==> src/rtl/dma_seq_pkg.sv <==
package dma_seq_pkg;

    localparam int FLAG_W = 3;
    localparam int ST_CODE_W = 2;

    typedef enum logic [ST_CODE_W-1:0] {
        CH_IDLE  = 2'd0,
        CH_STALL = 2'd1,
        CH_ON    = 2'd2,
        CH_NEXT  = 2'd3
    } ch_state_e;

    typedef struct packed {
        logic err;
        logic nfb;
        logic stall;
    } ch_flags_t;

    typedef struct packed {
        logic ld_cur;
        logic ld_nxt;
        logic promote;
    } buf_ctl_t;

    function automatic logic [FLAG_W-1:0] irq_gate(ch_flags_t f, logic [FLAG_W-1:0] m);
        return f & m;
    endfunction

endpackage

==> src/rtl/dma_buf_regs.sv <==
module dma_buf_regs
    import dma_seq_pkg::*;
#(
    parameter int AW = 8,
    parameter int CW = 8
) (
    input  logic          clk,
    input  logic          rst,
    input  buf_ctl_t      ctl,
    input  logic          count_en,
    input  logic [AW-1:0] wr_addr,
    input  logic [CW-1:0] wr_cnt,
    output logic [AW-1:0] cur_addr,
    output logic [CW-1:0] bytes_rem,
    output logic          last
);

    logic [AW-1:0] cur_addr_q, nxt_addr_q;
    logic [CW-1:0] rem_q, nxt_cnt_q;

    always_ff @(posedge clk) begin
        if (rst) begin
            cur_addr_q <= '0;
            rem_q      <= '0;
            nxt_addr_q <= '0;
            nxt_cnt_q  <= '0;
        end else begin
            if (ctl.ld_cur) begin
                cur_addr_q <= wr_addr;
                rem_q      <= wr_cnt;
            end else if (ctl.promote) begin
                cur_addr_q <= nxt_addr_q;
                rem_q      <= nxt_cnt_q;
            end else if (count_en) begin
                cur_addr_q <= cur_addr_q + 1'b1;
                rem_q      <= (rem_q == '0) ? '0 : rem_q - 1'b1;
            end
            if (ctl.ld_nxt) begin
                nxt_addr_q <= wr_addr;
                nxt_cnt_q  <= wr_cnt;
            end
        end
    end

    assign cur_addr  = cur_addr_q;
    assign bytes_rem = rem_q;
    assign last      = (rem_q <= CW'(1));

    AST_REM_NO_RISE: assert property (@(posedge clk) disable iff (rst)
        !(ctl.ld_cur || ctl.promote) |=> (rem_q <= $past(rem_q)));

endmodule

==> src/rtl/dma_seq_fsm.sv <==
module dma_seq_fsm
    import dma_seq_pkg::*;
(
    input  logic      clk,
    input  logic      rst,
    input  logic      en,
    input  logic      base_wr,
    input  logic      xfer,
    input  logic      per_end,
    input  logic      per_err,
    input  logic      last,
    output ch_state_e state,
    output ch_flags_t flags,
    output buf_ctl_t  ctl,
    output logic      count_en
);

    ch_state_e state_q, state_d;
    ch_flags_t flags_q, flags_d;
    logic      cur_valid_q, cur_valid_d;
    logic      run, done;

    assign run      = en && (state_q == CH_ON || state_q == CH_NEXT);
    assign done     = run && (per_end || per_err || (xfer && last));
    assign count_en = run && xfer;

    always_comb begin
        state_d = state_q;
        ctl     = '0;
        if (!en) begin
            state_d    = CH_IDLE;
            ctl.ld_cur = (state_q == CH_IDLE) && base_wr;
        end else begin
            unique case (state_q)
                CH_IDLE: begin
                    ctl.ld_cur = base_wr;
                    state_d    = (cur_valid_q || base_wr) ? CH_ON : CH_STALL;
                end
                CH_ON: begin
                    if (done) begin
                        if (base_wr) ctl.ld_cur = 1'b1;
                        else         state_d    = CH_STALL;
                    end else if (base_wr) begin
                        ctl.ld_nxt = 1'b1;
                        state_d    = CH_NEXT;
                    end
                end
                CH_NEXT: begin
                    if (done) begin
                        ctl.promote = 1'b1;
                        state_d     = CH_ON;
                    end else if (base_wr) begin
                        ctl.ld_nxt = 1'b1;
                    end
                end
                CH_STALL: begin
                    if (base_wr) begin
                        ctl.ld_cur = 1'b1;
                        state_d    = CH_ON;
                    end
                end
                default: state_d = CH_IDLE;
            endcase
        end
    end

    always_comb begin
        flags_d = '0;
        if (en) begin
            flags_d.stall = (state_d == CH_STALL) && (flags_q.stall || state_q == CH_ON);
            flags_d.nfb   = (state_q == CH_NEXT && done) ||
                            (state_q == CH_ON && state_d == CH_ON && !done && flags_q.nfb);
            flags_d.err   = done ? per_err : flags_q.err;
        end
        cur_valid_d = (state_q == CH_IDLE && !en) && (cur_valid_q || base_wr);
    end

    always_ff @(posedge clk) begin
        if (rst) begin
            state_q     <= CH_IDLE;
            flags_q     <= '0;
            cur_valid_q <= 1'b0;
        end else begin
            state_q     <= state_d;
            flags_q     <= flags_d;
            cur_valid_q <= cur_valid_d;
        end
    end

    assign state = state_q;
    assign flags = flags_q;

    AST_NFB_ONLY_ON: assert property (@(posedge clk) disable iff (rst)
        flags_q.nfb |-> (state_q == CH_ON));
    AST_PROMOTE_NFB: assert property (@(posedge clk) disable iff (rst)
        (state_q == CH_NEXT && done) |=> (flags_q.nfb && state_q == CH_ON));
    AST_STALL_IN_STALL: assert property (@(posedge clk) disable iff (rst)
        flags_q.stall |-> (state_q == CH_STALL));
    AST_NO_STALL_FROM_IDLE: assert property (@(posedge clk) disable iff (rst)
        (state_q == CH_IDLE) |=> !flags_q.stall);
    AST_STALL_EXIT: assert property (@(posedge clk) disable iff (rst)
        (state_q == CH_STALL && en && base_wr) |=> (state_q == CH_ON && !flags_q.stall));
    AST_DISABLE_IDLE: assert property (@(posedge clk) disable iff (rst)
        !en |=> (state_q == CH_IDLE && flags_q == '0));

endmodule

==> src/rtl/dma_chan_seq.sv <==
module dma_chan_seq
    import dma_seq_pkg::*;
#(
    parameter int AW = 8,
    parameter int CW = 8,
    parameter int PW = 4
) (
    input  logic                        clk,
    input  logic                        rst,
    input  logic                        en,
    input  logic                        base_wr,
    input  logic [AW-1:0]               wr_addr,
    input  logic [CW-1:0]               wr_cnt,
    input  logic                        xfer,
    input  logic                        per_end,
    input  logic                        per_err,
    input  logic [PW-1:0]               pack_cnt,
    input  logic [FLAG_W-1:0]           irq_mask,
    output logic                        irq_stall,
    output logic                        irq_nfb,
    output logic                        irq_err,
    output logic [AW-1:0]               cur_addr,
    output logic [CW-1:0]               bytes_rem,
    output logic [PW+FLAG_W+ST_CODE_W-1:0] status
);

    ch_state_e           state;
    ch_flags_t           flags;
    buf_ctl_t            ctl;
    logic                count_en;
    logic                last;
    logic [FLAG_W-1:0]   irq_vec;

    dma_seq_fsm u_fsm (
        .clk      (clk),
        .rst      (rst),
        .en       (en),
        .base_wr  (base_wr),
        .xfer     (xfer),
        .per_end  (per_end),
        .per_err  (per_err),
        .last     (last),
        .state    (state),
        .flags    (flags),
        .ctl      (ctl),
        .count_en (count_en)
    );

    dma_buf_regs #(.AW(AW), .CW(CW)) u_bufs (
        .clk       (clk),
        .rst       (rst),
        .ctl       (ctl),
        .count_en  (count_en),
        .wr_addr   (wr_addr),
        .wr_cnt    (wr_cnt),
        .cur_addr  (cur_addr),
        .bytes_rem (bytes_rem),
        .last      (last)
    );

    assign irq_vec   = irq_gate(flags, irq_mask);
    assign irq_stall = irq_vec[0];
    assign irq_nfb   = irq_vec[1];
    assign irq_err   = irq_vec[2];
    assign status    = {pack_cnt, state, flags};

    AST_IRQ_NEEDS_MASK: assert property (@(posedge clk) disable iff (rst)
        (irq_stall |-> irq_mask[0]) and (irq_nfb |-> irq_mask[1]) and (irq_err |-> irq_mask[2]));

endmodule

==> config.mk <==
export PLATFORM = sky130hd
export DESIGN_NAME = dma_chan_seq
export DESIGN_NICKNAME = d
export VERILOG_FILES = /design/src/rtl/dma_seq_pkg.sv /design/src/rtl/dma_buf_regs.sv /design/src/rtl/dma_seq_fsm.sv /design/src/rtl/dma_chan_seq.sv
export SDC_FILE = /design/constraint.sdc
export NUM_CORES = 1
export LEC_CHECK = 0
export CAP_MARGIN = 10
export CORE_ASPECT_RATIO = 2
export CORE_UTILIZATION = 35
export DETAILED_ROUTE_END_ITERATION = 10
export DONT_BUFFER_PORTS = 1
export PLACE_DENSITY = 0.51
export RECOVER_POWER = 100
export SLEW_MARGIN = 10
export SYNTH_ARGS = -nofsm -noshare
export SYNTH_HDL_FRONTEND = slang
export SYNTH_SLANG_ARGS = --single-unit
==> constraint.sdc <==
create_clock -name clk -period 2.7 [get_ports clk]
set_input_delay 0.27 -clock clk [delete_from_list [all_inputs] [get_ports clk]]
set_output_delay 0.27 -clock clk [all_outputs]
set_load 0.01 [all_outputs]
### Word level (Yosys, flattened, before mapping)

Index checks and enable logic that the tools add are counted.

| storage, ports and cells | value |
|---|---|
| output and inout bits | 28 |
| word-level logic and storage cells | 68 |
| input port bits | 30 |
| register bits after elaboration | 38 |

| cells by class | value |
|---|---|
| bitwise logic cells | 2 |
| $add $sub $neg | 2 |
| magnitude comparators | 1 |
| equal/unequal tests | 5 |
| multiplexer cells | 24 |
| reductions and logical operators | 25 |

Operators with widths:

| kind | number |
|---|---|
| $mux W8 | 7 |
| $mux W2 | 8 |
| $logic_and A1 B1 Y1 | 12 |
| $add A8 B1 Y8 const B | 1 |
| $le A8 B1 Y1 const B | 1 |
| $logic_not A8 Y1 | 1 |
| $pmux W2 S4 | 1 |
| $sub A8 B1 Y8 const B | 1 |
| $mux W1 | 7 |
| $eq A2 B2 Y1 const B | 3 |
| $logic_or A1 B1 Y1 | 6 |
| $eq A2 B1 Y1 const B | 2 |
| $reduce_or A2 Y1 | 2 |
| $and A3 B3 Y3 | 1 |
| $pmux W1 S3 | 1 |
| $reduce_bool A3 Y1 | 1 |
| $logic_not A1 Y1 | 2 |
| $logic_not A2 Y1 | 1 |
| $not A1 Y1 | 1 |

### Logic depth before layout (Yosys ltp)

| logic depth | value |
|---|---|
| depth after elaboration | 12 |
| gate-level depth with buffers | 9 |
| mapped depth without buffers | 7 |

### Hierarchy

Synthesis repeated with hierarchy kept, for this count alone.

| unflattened totals | value |
|---|---|
| cells, all modules | 250 |
| area total of the unflattened synthesis | 2169.6 sq um |

By module, submodules not included:

| module | times used | area an instance (sq um) | sequential area each (sq um) | cells each |
|---|---|---|---|---|
| dma_buf_regs | 1 | 1757.9 | 640.6 | 202 |
| dma_seq_fsm | 1 | 362.8 | 120.1 | 41 |
| dma_chan_seq | 1 | 48.8 | 0.0 | 7 |

### Least setup slack after synthesis

OpenSTA, ideal clock, no wires.

| timing | value |
|---|---|
| path kind | register to register |
| start | reg u_bufs.rem_q[0], in the netlist u_bufs.bytes_rem[0] |
| end | reg u_bufs.nxt_addr_q[0] |
| arrival time | 1.972 ns |
| clock period less this slack | 2.099 ns |
| path buffers | 2 |
| path slack | 0.601 ns |
| cell stages (with the launch flop) | 10 |
| library setup time | 0.128 ns |
| required time | 2.572 ns |
| cells stage by stage | dfxtp_1 inv_1 ha_1 o21ai_1 o31a_1 and3_4 buf_6 buf_12 mux2i_1 nor2_1 |

| between the ends | value |
|---|---|
| cells in the longest elaborated chain, start to end | 7 |

RTL lines:

| what | line | text |
|---|---|---|
| start, declared | dma_buf_regs.sv:19 | `logic [CW-1:0] rem_q, nxt_cnt_q;` |
| start signal, assigned | dma_buf_regs.sv:30 | `rem_q <= wr_cnt;` |
| start signal, assigned | dma_buf_regs.sv:33 | `rem_q <= nxt_cnt_q;` |
| start signal, assigned | dma_buf_regs.sv:36 | `rem_q <= (rem_q == '0) ? '0 : rem_q - 1'b1;` |
| $le A8 B1 Y1 | dma_buf_regs.sv:47 | `assign last = (rem_q <= CW'(1));` |
| $logic_and A1 B1 Y1 | dma_seq_fsm.sv:24 | `assign done = run && (per_end \|\| per_err \|\| (xfer && last));` |
| $logic_or A1 B1 Y1 | dma_seq_fsm.sv:24 |  |
| $logic_and A1 B1 Y1 | dma_seq_fsm.sv:24 |  |
| $mux W1 | dma_seq_fsm.sv:49 | `if (done) begin` |
| $mux W1 | n/a |  |
| $mux W2 | dma_seq_fsm.sv:30 | `if (!en) begin` |
| end signal, assigned | dma_buf_regs.sv:39 | `nxt_addr_q <= wr_addr;` |
| end, declared | dma_buf_regs.sv:18 | `logic [AW-1:0] cur_addr_q, nxt_addr_q;` |

No other way between the ends.
A chain may end at the register's enable or synchronous reset.

### Final worst setup path

| timing | value |
|---|---|
| start | reg u_bufs.rem_q[0], in the netlist u_bufs.bytes_rem[0] |
| end | reg u_bufs.rem_q[3], in the netlist u_bufs.bytes_rem[3] |

| between the ends | value |
|---|---|
| cells in the longest elaborated chain, start to end | 9 |
| elaborated cells between the ends (all ways) | 17 |
| those cells by class | add/sub (1); order compare (1); mux (10); reduce/logical (5) |

RTL lines:

| what | line | text |
|---|---|---|
| $le A8 B1 Y1 | dma_buf_regs.sv:47 |  |
| $logic_and A1 B1 Y1 | dma_seq_fsm.sv:24 |  |
| $logic_or A1 B1 Y1 | dma_seq_fsm.sv:24 |  |
| $logic_and A1 B1 Y1 | dma_seq_fsm.sv:24 |  |
| $mux W1 | dma_seq_fsm.sv:49 |  |
| $mux W1 | dma_seq_fsm.sv:34 | `unique case (state_q)` |
| $mux W2 | dma_seq_fsm.sv:30 |  |
| $mux W8 | dma_buf_regs.sv:31 | `end else if (ctl.promote) begin` |
| $mux W8 | dma_buf_regs.sv:28 | `if (ctl.ld_cur) begin` |

Parallel ways exist; a longest one is shown, timed or not. The select of a mux whose other input is x is not followed.

==> run_results.csv <==
group,metric,value,unit
power_and_ir_drop,power.switching_fraction,0.2834,
routing,drtIter0Drc,61,
routing,routed_wire_length_per_instance,19.42,um
job,cap_violations,0,
floorplan,die_h,115.3,um
routing,vias,2033,
power_and_ir_drop,pwr-share-seq,0.438,
global_routing,grt_overflow,0,
synthesis,synth.yosys.warnings,0,
global_routing,groute.layer.met3.usage,0.05512,
power_and_ir_drop,p_total,1435,uW
placement,place.detailed.hpwl,4913,um
clock_tree,cts.htree.levels,2,
synthesis,synth_edf_count,0,
placement,place.detailed.instances,345,
outcome,status,"finished, final reports clean",
clock_tree,clkLatencyLatePin,0.29,ns
sta,tightest_slew,0.6960,ns
sta,setup_violations,0,
routing,viasPerCell,5.759,
global_routing,grt_peak_use_layer,"met2",
sta,report.final.hold_viol_count,0,
final_layout,fin_nets,300,
clock_tree,cts-buffers-inserted,5,
synthesis,synth_top_area_share,0.3389,
critical_path,path_max_fanout,12,
global_routing,grt_use_met1,0.2307,
synthesis,yosys-top-cells-area,"sky130_fd_sc_hd__dfxtp_1, sky130_fd_sc_hd__mux2i_1, sky130_fd_sc_hd__nor2_1",
global_routing,antenna_found_initial,0,
floorplan,die_x_extent,58.63,um
floorplan,rows,41,
critical_path,worst-endpoint-required,2.88,ns
routing,drc,0,
clock_tree,clk_path_buf_depth,2,
floorplan,design.die.area,0.006757,sq mm
synthesis,mappedNetlistNets,305,
synthesis,synthArstFlopShare,0,
synthesis,sequential_element_share_of_the_synthesized_area,0.3389,
critical_path,cp.arrival,2.64,ns
synthesis,synth_most_common_cell,"sky130_fd_sc_hd__dfxtp_1",
global_routing,globalRouteTotalUtil,0.2210,
clock_tree,post_cts_resized,0,
sta,final_max_slew_viol_count,0,
global_routing,vias_in_the_first_global_route,2023,
clock_tree,cts_post_setup_buffers_inserted,0,
clock_tree,clk_root_buffer_cell,"sky130_fd_sc_hd__clkbuf_16",
global_routing,wire_length_of_the_first_global_routing_pass,11010,um
clock_tree,cts_hold_buffers,0,
power_and_ir_drop,clkPwrFrac,0.422,
synthesis,leading_area_contributor_after_synthesis,"sky130_fd_sc_hd__dfxtp_1",
power_and_ir_drop,comb_power_share,0.140,
worst_hold_path,hold_crit_path_type,"primary input to register",
synthesis,syn_inst,271,
floorplan,number_of_top_level_pins,58,
synthesis,synth.ff_latch_count,38,
clock_tree,clock_sink_count,38,
power_and_ir_drop,vdd_ir_drop_max,0.0003304,V
global_routing,met2_usage_grt,0.3900,
synthesis,synthFlopType,"sky130_fd_sc_hd__dfxtp_1",
clock_tree,tritoncts_clock_tree,"done",
synthesis,synth_cell_types,57,
placement,port-buffer-count,0,
synthesis,post_synth.cell_area_avg,8.283,sq um
power_and_ir_drop,cell_internal_pwr,1029,uW
sta,final.period_utilization,0.9101,
power_and_ir_drop,net-switching-power,406.7,uW
sta,maxSlewHeadroom,0.5317,
global_routing,largest_net_degree_at_the_start_of_global_routing,28,
final_layout,syn_to_final_growth,7.804,%
placement,placedInstanceArea,0.002292,sq mm
routing,number_of_detailed_routing_iterations_run_before_antenna_repair,4,
power_and_ir_drop,power_leakage,0.0008486,uW
floorplan,floorplan.initialDensity,0.3587,
final_layout,share_of_final_layout_standard_cells_stronger_than_drive_strength_1,0.08240,
clock_tree,cts.clk_slew.worst_paths,0.06,ns
routing,detail-route-antenna-nets,0,
sta,grt_setup_unrepaired,"no",
sta,finClkSkew,0.003823,ns
final_layout,layout.cell_area.non_filler,0.002420,sq mm
synthesis,synthesis.area,0.002245,sq mm
final_layout,fin_cells,353,
power_and_ir_drop,cell_area_power_density,593.1,mW/mm^2
final_layout,antennaDiodeCount,0,
synthesis,synth_common_cells,"sky130_fd_sc_hd__dfxtp_1, sky130_fd_sc_hd__nor2_1, sky130_fd_sc_hd__mux2i_1, sky130_fd_sc_hd__nand2_1, sky130_fd_sc_hd__a21oi_1",
sta,hold_slack,0.04087,ns
critical_path,critical_path.startpoint_type,"register",
placement,gp_congestion,0.8324,
sta,finalCriticalPeriod,2.457,ns
critical_path,endpoint_kind,"register",
sta,clock.fmax,406.9,MHz
sta,setup_tns,0,ns
routing,totalWireLength,6855,um
critical_path,timing.setup.critical_path_class,"register to register",
floorplan,floorplan.core_area,0.006259,sq mm
-- area by class of cell --
type,instances,area (sq um)
timing repair buffer,11,72.57
multi-input combinational,202,1301
clock buffer,7,142.6
fill,700,3839
tap,86,107.6
sequential,38,760.7
clock inverter,1,5.005
inverter,8,30.03
-- per-layer routing --
metal  vias to the layer above  wire length [um]
met5                         -                 0
met4                         0               213
met3                        12               392
met2                        53              3721
met1                       975              2527
li1                        993                 -
-- cells by family after synthesis --
logic type / after synthesis / share of synthesized area
AND/OR/NAND/NOR: 103 / 0.2319
AO/OA/AOI/OAI: 74 / 0.2380
flip-flops: 38 / 0.3389
buffers and inverters: 31 / 0.07693
multiplexers: 18 / 0.08027
adder cells (fa/ha/maj): 4 / 0.02230
XOR/XNOR: 3 / 0.01171
-- cell usage in the layout, fill, tap and decap left out, types with 2 or more instances in the layout --
cell / Yosys / layout
sky130_fd_sc_hd__nand2b_1: 2 / 2
sky130_fd_sc_hd__a21oi_1: 14 / 14
sky130_fd_sc_hd__or3_4: 2 / 2
sky130_fd_sc_hd__nand3_1: 10 / 10
sky130_fd_sc_hd__a211oi_1: 8 / 8
sky130_fd_sc_hd__a31oi_1: 4 / 4
sky130_fd_sc_hd__o21ai_0: 10 / 10
sky130_fd_sc_hd__a2111oi_0: 2 / 2
sky130_fd_sc_hd__and2_1: 5 / 2
sky130_fd_sc_hd__nor2_1: 34 / 34
sky130_fd_sc_hd__nor3_1: 7 / 7
sky130_fd_sc_hd__and3_1: 7 / 7
sky130_fd_sc_hd__a311oi_1: 3 / 3
sky130_fd_sc_hd__xnor2_1: 3 / 3
sky130_fd_sc_hd__or3_1: 2 / 2
sky130_fd_sc_hd__o32ai_1: 4 / 4
sky130_fd_sc_hd__a32o_1: 2 / 2
sky130_fd_sc_hd__dfxtp_1: 38 / 38
sky130_fd_sc_hd__and2_0: 1 / 4
sky130_fd_sc_hd__inv_1: 8 / 8
sky130_fd_sc_hd__clkbuf_1: 10 / 3
sky130_fd_sc_hd__buf_4: 5 / 8
sky130_fd_sc_hd__a21o_1: 2 / 2
sky130_fd_sc_hd__mux2i_1: 18 / 18
sky130_fd_sc_hd__o311ai_0: 2 / 3
sky130_fd_sc_hd__nand2_1: 18 / 18
sky130_fd_sc_hd__nor2b_1: 2 / 2
sky130_fd_sc_hd__clkbuf_16: 0 / 5
sky130_fd_sc_hd__nand4_1: 4 / 4
sky130_fd_sc_hd__o211ai_1: 7 / 7
sky130_fd_sc_hd__ha_1: 4 / 4
sky130_fd_sc_hd__nor4_1: 3 / 4
-- final timing paths --
path | from | end | slack (ns) | cells past startpoint
worst max-delay path | u_bufs.bytes_rem[0] | u_bufs.bytes_rem[3] | 0.24 | 7
worst min-delay path | rst | u_bufs.bytes_rem[1] | 0.04 | 1
worst max register to register | u_bufs.bytes_rem[0] | u_bufs.bytes_rem[3] | 0.24 | 7
worst min register to register | u_fsm.cur_valid_q | u_fsm.cur_valid_q | 0.46 | 1
-- flip-flops by register name, summed over array words and instances (netlist names) --
register           cells
u_bufs.bytes_rem       8
u_bufs.cur_addr        8
u_bufs.nxt_addr_q      8
u_bufs.nxt_cnt_q       8
u_fsm.cur_valid_q      1
u_fsm.flags            3
u_fsm.state            2
-- critical path: stages, from the launching register on --
cell and delay [ns]:
sky130_fd_sc_hd__dfxtp_1 0.38, sky130_fd_sc_hd__inv_1 0.13, sky130_fd_sc_hd__ha_1 0.25, sky130_fd_sc_hd__o21ai_1 0.16
sky130_fd_sc_hd__nor4_1 0.62, sky130_fd_sc_hd__a21o_1 0.46, sky130_fd_sc_hd__nor3_1 0.10, sky130_fd_sc_hd__a32o_1 0.24
-- through the flow --
step / worst slack, ns / utilization
5_1_grt: 0.03294 / 0.3866
4_1_cts: 0.2566 / 0.3898
2_1_floorplan: 0.6006 / -
3_5_place_dp: 0.2703 / 0.3663
6_report: 0.2427 / 0.3866
3_3_place_gp: 0.3652 / 0.3663
-- power by group through the flow --
stage	clock network, uW	logic (uW)	registers (uW)
2_1_floorplan	0	168	630
3_3_place_gp	0	205	640
3_5_place_dp	0	204	641
4_1_cts	617	205	628
5_1_grt	645	224	632
6_report	606	201	628
(Power assumes the default switching activity.)
